==> config.mk <==
export PLATFORM = sky130hd
export DESIGN_NAME = uart_frame_tx
export DESIGN_NICKNAME = d
export VERILOG_FILES = /design/src/rtl/uart_frame_tx_pkg.sv /design/src/rtl/uart_tx_bit_timer.sv /design/src/rtl/uart_tx_parity.sv /design/src/rtl/uart_frame_tx.sv
export SDC_FILE = /design/constraint.sdc
export NUM_CORES = 1
export LEC_CHECK = 0
export ABC_CLOCK_PERIOD_IN_PS = 3800
export BUFFER_PORTS_ARGS = -buffer_cell sky130_fd_sc_hd__clkbuf_2
export CAP_MARGIN = 10
export CORE_MARGIN = 2
export CORE_UTILIZATION = 60
export CTS_CLUSTER_SIZE = 30
export DETAILED_ROUTE_END_ITERATION = 8
export PLACE_DENSITY_LB_ADDON = 0.2
export SKIP_CTS_REPAIR_TIMING = 1
export SYNTH_ARGS = -nofsm -noshare
export SYNTH_HDL_FRONTEND = slang
export SYNTH_SLANG_ARGS = --single-unit
==> constraint.sdc <==
create_clock -name clk_i -period 3.8 [get_ports clk_i]
set_input_delay 0.19 -clock clk_i [delete_from_list [all_inputs] [get_ports clk_i]]
set_output_delay 0.19 -clock clk_i [all_outputs]
set_load 0.02 [all_outputs]
==> src/rtl/uart_frame_tx_pkg.sv <==
package uart_frame_tx_pkg;
  localparam int DATA_W = 9;
  localparam int NBW    = 4;

  typedef struct packed {
    logic [1:0] len;
    logic       nine;
    logic       par_en;
    logic       even;
    logic       stick;
    logic       stop;
  } lc_t;

  typedef enum logic [2:0] {ST_IDLE, ST_START, ST_DATA, ST_PAR, ST_STOP} st_e;

  function automatic logic [NBW-1:0] char_bits(lc_t c);
    if (c.nine && c.len == 2'b00) return NBW'(9);
    return NBW'(5) + NBW'(c.len);
  endfunction
endpackage

==> src/rtl/uart_tx_bit_timer.sv <==
module uart_tx_bit_timer #(
  parameter int CW = 5
) (
  input  logic          clk_i,
  input  logic          rst_ni,
  input  logic          clear_i,
  input  logic          tick_i,
  input  logic [CW-1:0] limit_i,
  output logic          last_o
);
  logic [CW-1:0] cnt_q;

  always_ff @(posedge clk_i or negedge rst_ni) begin
    if (!rst_ni)           cnt_q <= '0;
    else if (clear_i)      cnt_q <= '0;
    else if (tick_i)       cnt_q <= (cnt_q == limit_i) ? '0 : cnt_q + 1'b1;
  end

  assign last_o = tick_i && !clear_i && (cnt_q == limit_i);
endmodule

==> src/rtl/uart_tx_parity.sv <==
module uart_tx_parity
  import uart_frame_tx_pkg::*;
(
  input  logic [DATA_W-1:0] data_i,
  input  logic [NBW-1:0]    nbits_i,
  input  logic              even_i,
  input  logic              stick_i,
  output logic              par_o
);
  logic [DATA_W-1:0] mask;
  logic              ones_odd;

  for (genvar i = 0; i < DATA_W; i++) begin : g_mask
    assign mask[i] = (NBW'(i) < nbits_i);
  end

  assign ones_odd = ^(data_i & mask);
  // stick: fixed value selected by even_i; else complete even/odd count
  assign par_o = stick_i ? ~even_i : (even_i ? ones_odd : ~ones_odd);
endmodule

==> src/rtl/uart_frame_tx.sv <==
module uart_frame_tx
  import uart_frame_tx_pkg::*;
#(
  parameter int OSR = 16
) (
  input  logic              clk_i,
  input  logic              rst_ni,
  input  logic              tick_i,
  input  logic              start_i,
  input  logic [DATA_W-1:0] data_i,
  input  logic [1:0]        lc_len_i,
  input  logic              lc_nine_i,
  input  logic              lc_par_en_i,
  input  logic              lc_even_i,
  input  logic              lc_stick_i,
  input  logic              lc_stop_i,
  input  logic              lc_brk_i,
  output logic              txd_o,
  output logic              busy_o,
  output logic              done_o
);
  localparam int CW = $clog2(2 * OSR);
  localparam logic [CW-1:0] BIT_LAST = CW'(OSR - 1);
  localparam logic [CW-1:0] STOP_1   = CW'(OSR - 1);
  localparam logic [CW-1:0] STOP_15  = CW'(OSR + OSR / 2 - 1);
  localparam logic [CW-1:0] STOP_2   = CW'(2 * OSR - 1);

  st_e               st_q;
  logic [DATA_W-1:0] shreg_q;
  logic [NBW-1:0]    nbits_q, idx_q;
  logic              par_en_q, par_q, done_q;
  logic [CW-1:0]     stop_last_q, limit;
  logic              accept, last, par_in, frame_bit;
  lc_t               lc_in;
  logic [NBW-1:0]    nbits_in;

  assign lc_in    = '{len: lc_len_i, nine: lc_nine_i, par_en: lc_par_en_i,
                      even: lc_even_i, stick: lc_stick_i, stop: lc_stop_i};
  assign nbits_in = char_bits(lc_in);
  assign accept   = (st_q == ST_IDLE) && start_i;
  assign limit    = (st_q == ST_STOP) ? stop_last_q : BIT_LAST;

  uart_tx_parity u_par (
    .data_i  (data_i),
    .nbits_i (nbits_in),
    .even_i  (lc_in.even),
    .stick_i (lc_in.stick),
    .par_o   (par_in)
  );

  uart_tx_bit_timer #(.CW(CW)) u_tmr (
    .clk_i   (clk_i),
    .rst_ni  (rst_ni),
    .clear_i (accept),
    .tick_i  (tick_i),
    .limit_i (limit),
    .last_o  (last)
  );

  always_ff @(posedge clk_i or negedge rst_ni) begin
    if (!rst_ni) begin
      st_q        <= ST_IDLE;
      shreg_q     <= '0;
      nbits_q     <= '0;
      idx_q       <= '0;
      par_en_q    <= 1'b0;
      par_q       <= 1'b0;
      stop_last_q <= STOP_1;
      done_q      <= 1'b0;
    end else begin
      done_q <= 1'b0;
      if (accept) begin
        st_q        <= ST_START;
        shreg_q     <= data_i;
        nbits_q     <= nbits_in;
        par_en_q    <= lc_in.par_en;
        par_q       <= par_in;
        stop_last_q <= !lc_in.stop ? STOP_1 :
                       (nbits_in == NBW'(5)) ? STOP_15 : STOP_2;
      end else if (last) begin
        unique case (st_q)
          ST_START: begin
            st_q  <= ST_DATA;
            idx_q <= '0;
          end
          ST_DATA: begin
            shreg_q <= shreg_q >> 1;
            if (idx_q == nbits_q - NBW'(1)) st_q <= par_en_q ? ST_PAR : ST_STOP;
            else                            idx_q <= idx_q + NBW'(1);
          end
          ST_PAR: st_q <= ST_STOP;
          ST_STOP: begin
            st_q   <= ST_IDLE;
            done_q <= 1'b1;
          end
          default: st_q <= ST_IDLE;
        endcase
      end
    end
  end

  always_comb begin
    unique case (st_q)
      ST_START: frame_bit = 1'b0;
      ST_DATA:  frame_bit = shreg_q[0];
      ST_PAR:   frame_bit = par_q;
      default:  frame_bit = 1'b1;
    endcase
  end

  assign txd_o  = lc_brk_i ? 1'b0 : frame_bit;
  assign busy_o = (st_q != ST_IDLE);
  assign done_o = done_q;
endmodule

---- Word-level counts from Yosys, hierarchy flattened ----
Index checks and enable logic that the tools add are counted.
Widths: inputs -> output; s select.
storage, ports and cells
  logic and storage cells ................. 77
  input bits .............................. 21
  register bits ........................... 33
  output and inout port bits .............. 3
operators by class
  reduce and logical (&&, ||, !) cells .... 16
  bitwise gates (word level) .............. 4
  eq/ne operators ......................... 9
  $add $sub $neg .......................... 4
  magnitude comparators ................... 9
  multiplexer cells ....................... 26
operators by type and width
  cell                 count
  $mux 9               3
  $mux 5               5
  $lt 3x4->1 const A   4
  $mux 4               4
  $mux 3               4
  $and 9x9->9          1
  $pmux 3 s3           1
  $reduce_xor 9->1     1
  $lt 1x4->1 const A   2
  $lt 2x4->1 const A   2
  $pmux 4 s2           1
  $reduce_bool 2->1    4
  $mux 1               7
  $eq 3x2->1 const B   2
  $add 5x1->5 const B  1
  $eq 5x5->1           1
  $add 3x2->4 const A  1
  $add 4x1->4 const B  1
  $eq 4x3->1 const B   1
  $eq 4x4->1           1
  $logic_and 1x1->1    4
  $lt 4x4->1 const A   1
  $reduce_and 2->1     2
  $reduce_and 4->1     1
  11 further kinds     13

---- Logic depth before layout (Yosys ltp) ----
  depth after elaboration ................. 10
  gate-level depth with buffers ........... 8

---- By module ----
A second synthesis with hierarchy kept.
second synthesis, totals
  cell total of the unflattened synthesis .. 204
  area, all modules ....................... 1978.1 um^2
modules (own cells, without submodules)
  module             instances  area an instance (um^2)  cells each
  uart_frame_tx      1          1388.8                   137
  uart_tx_bit_timer  1          369.1                    39
  uart_tx_parity     1          220.2                    28

---- Worst setup path before layout ----
Ideal clock, no wire load.
  path type ............................... reg-to-reg
  from .................................... register st_q[0]
  to ...................................... register idx_q[2]
  data arrival time ....................... 2.104 ns
  clock period less this slack ............ 2.185 ns
  required time ........................... 3.720 ns
  cell stages (with the launch flop) ...... 8
  library setup time ...................... 0.080 ns
  slack ................................... 1.615 ns
  cells stage by stage .................... dfrtp_1 nor4bb_1 xor2_1 or4b_1 buf_6 nand2b_4 or3b_1 o211ai_2
between the ends
  word-level cells in the longest chain between the ends .. 6
ends and longest elaborated chain
  element                                                         line                 text
  start: declaration                                              uart_frame_tx.sv:28  st_e st_q;
  start signal: assignment                                        uart_frame_tx.sv:88  if (idx_q == nbits_q - NBW'(1)) st_q <= par_en_q ? ST_PAR : ST_STOP;
  parallel branches: the longest is 6 deep, another holds $mux 5  n/a
  end signal: assignment                                          uart_frame_tx.sv:89  else idx_q <= idx_q + NBW'(1);
  end: declaration                                                uart_frame_tx.sv:30  logic [NBW-1:0] nbits_q, idx_q;
Parallel ways; which one is timed is not known.
A chain may end at the register's enable or synchronous reset.

---- Final worst setup path ----
  from .................................... register st_q[2]
  to ...................................... register idx_q[2]
Same word-level chain as after synthesis.

==> flow_metrics.py <==
metrics = {
    "outcome": {
        "status": "completed",
    },
    "sta": {
        "tns_ns": 0,
        "setup_viol": 0,
        "maxSlewHeadroom": 0.251,
        "fin_skew_ns": 0.00775,
        "timing.fmax_ghz": 0.367,
        "final_hold_viol_count": 0,
        "tightest_slew_ns": 1.12,
        "rsz0062_at_grt": "no",
        "drv_slew": 0,
        "period_share": 0.716,
        "fin_hold_ws_ns": 0.0532,
        "period_minus_slack_ns": 2.72,
    },
    "logic_synthesis": {
        "synth_nets": 224,
        "syn-cell-area_um2": 1820,
        "seq_area_frac_synth": 0.413,
        "synthDistinctLibCells": 48,
        "syn_avg_cell_area_um2": 9.24,
        "synth-edff-count": 0,
        "synth_top_cell_by_area": "dfrtp_1",
        "ys.flop_type": "dfrtp_1",
        "asyncSetResetFlopFracSynth": 1.00,
        "synth_seq_cells": 30,
        "synth_area_leaders": "dfrtp_1 40%, mux2i_1 6.6%, nand2_1 6.6%, xnor2_1 4.3%, ha_1 4.1%",
        "yosysTopAreaCellShare": 0.399,
        "yosysWarnings": 0,
        "netlist_instances": 197,
    },
    "worst_setup_path": {
        "worstReg2RegEnd": "idx_q[2]",
        "path_cells": "nor4bb_1 -> xor2_1 -> or4b_1 -> nand2b_4 -> or3b_1 -> o211ai_2",
        "crit_path_end_kind": "register",
        "crit_family": "simple AND/OR/NAND/NOR gates",
        "worst-setup-path-type": "reg2reg",
        "max_stage_delay_ns": 0.81,
        "path_buf_inv": 0,
        "reg2reg_depth": 6,
        "cp_slowest_cell": "or4b_1",
        "ff2ff_setup_slack_ns": 1.08,
        "reg2reg_from": "st_q[2]",
        "cp.arrival_ns": 2.98,
        "worstPathMaxFanout": 11,
        "worstPathRequired_ns": 4.06,
        "cp-start-kind": "register",
    },
    "global_route": {
        "grt_pass1_wl_um": 6380,
        "grt_max_degree": 36,
        "antenna_found_initial": 0,
        "grt_usage": 0.249,
        "grt_pass1_vias": 1451,
        "grt-ovfl-total": 0,
    },
    "placed_design": {
        "placed_area_um2": 1920,
        "numPortBuffers": 23,
        "post-dp-hpwl_um": 2840,
        "gp_congestion": 0.851,
    },
    "power_and_ir_drop": {
        "peakVddDrop_mv": 0.301,
        "fin_total_pwr_mw": 1.26,
        "power_density_nw_per_um2": 625,
        "leakagePower_nw": 0.990,
    },
    "route": {
        "antenna_left": 0,
        "drc_errors": 0,
        "drt_iter0_drc": 89,
        "drt_wl_total_um": 3800,
        "wl_per_cell_um": 15.1,
        "via_per_inst": 5.96,
        "vias": 1496,
        "dr.pass1.iters": 4,
    },
    "finish": {
        "synthToLayoutAreaGrowth_pct": 10.4,
        "fin_nets": 246,
        "post-route-util": 0.710,
        "final_area_um2": 2010,
        "drive_above_1_share": 0.168,
        "num_antenna_cells": 0,
    },
    "clock_tree": {
        "cts_tree": "done",
        "cts_buffer_depth": 2,
        "htreeDepth": 2,
        "cts_sinks": 30,
        "cts_buffers": 5,
        "cts.clk_slew.worst_paths_ns": 0.09,
        "cts_root_buffer": "clkbuf_4",
        "clk_latency_ns": 0.33,
    },
    "job": {
        "maxCapViolations": 0,
    },
    "min_path": {
        "hp-class": "in2reg",
        "holdPathEnd": "stop_last_q[3]",
        "holdPathStages": 2,
        "min-delay-start": "lc_stop_i",
    },
    "die": {
        "die-area_um2": 3490,
        "dieHeight_um": 59.1,
        "rows": 19,
        "initial_core_util": 0.644,
        "core_area_um2": 2830,
        "die_x_um": 59.1,
        "num_io_pins": 24,
    },
}
[power breakdown]
| part | internal [mW] | switching, mW | total, mW |
|---|---|---|---|
| combinational | 0.196 | 0.271 | 0.467 |
| clock | 0.126 | 0.109 | 0.236 |
| sequential | 0.434 | 0.119 | 0.553 |
[per-layer routing]
layer / up-vias / global-route usage / routed length, µm
met5: - / 0 / 0
met4: 0 / 0.117 / 98
met3: 10 / 0.0677 / 202
met2: 51 / 0.411 / 1890
met1: 711 / 0.302 / 1610
li1: 724 / - / -
[how the worst max path moves through the flow]
stage / startpoint / end / slack, ns / cells after the start
4_1_cts: st_q[2] / idx_q[2] / 1.09 / 6
3_3_place_gp: st_q[2] / idx_q[2] / 1.26 / 6
6_report: st_q[2] / idx_q[2] / 1.08 / 6
5_1_grt: st_q[0] / st_q[0] / 0.87 / 5
3_5_place_dp: st_q[0] / idx_q[2] / 1.11 / 6
2_1_floorplan: st_q[0] / idx_q[2] / 1.62 / 7
[final cells by class]
cell class / count / area, µm²
Multi-Input combinational cell: 147 / 973
Fill cell: 229 / 820
Sequential cell: 30 / 752
Timing Repair Buffer: 24 / 125
Clock buffer: 8 / 78.8
Inverter: 11 / 41.3
Tap cell: 31 / 38.8
[placed cells by master (no fill, tap or decap), types with 3 or more instances in the layout]
master / netlist / layout
nand3_1: 6 / 6
xnor2_1: 9 / 9
nand2_1: 32 / 32
a21oi_1: 6 / 6
xor2_1: 6 / 6
ha_1: 6 / 6
nor3_1: 4 / 4
o21ai_0: 12 / 12
inv_1: 11 / 11
nand4_1: 3 / 3
nor2_1: 14 / 14
clkbuf_4: 0 / 5
dfrtp_1: 29 / 29
nand3b_1: 3 / 3
clkbuf_8: 0 / 3
clkbuf_2: 0 / 23
mux2i_1: 12 / 12
[logic make-up after synthesis]
family | share of synthesized area
mux | 0.0660
buf+inv | 0.0522
fa+ha+maj | 0.0412
xor+xnor | 0.0722
simple gates | 0.237
flops | 0.413
compound gates | 0.118
[worst register-to-register path, cell delays in order (launching register included)]
cell	delay (ns)
dfrtp_1	0.55
nor4bb_1	0.43
xor2_1	0.16
or4b_1	0.81
nand2b_4	0.26
or3b_1	0.37
o211ai_2	0.08
[stage by stage]
step / setup WS, ns / instances
final: 1.08 / 251
after global routing: 0.869 / 251
after CTS: 1.09 / 250
after detailed placement: 1.11 / 242
after global placement: 1.26 / 242
after floorplan: 1.62 / 197
[cells in the mapped netlist, drive strengths merged, types with 3 or more instances]
cell    number
a21oi        6
buf          4
clkbuf       5
dfrtp       29
ha           6
inv         11
mux2i       12
nand2       32
nand3        6
nand3b       3
nand4        3
nor2        14
nor3         5
o21ai       12
xnor2        9
xor2         6
[flip-flops by register name (all words and copies together) (netlist names)]
register	count
done_o	1
idx_q	4
nbits_q	4
par_en_q	1
par_q	1
shreg_q	9
st_q	3
stop_last_q	2
u_tmr.cnt_q	5
Note: power is estimated with default switching activity, not from simulation.
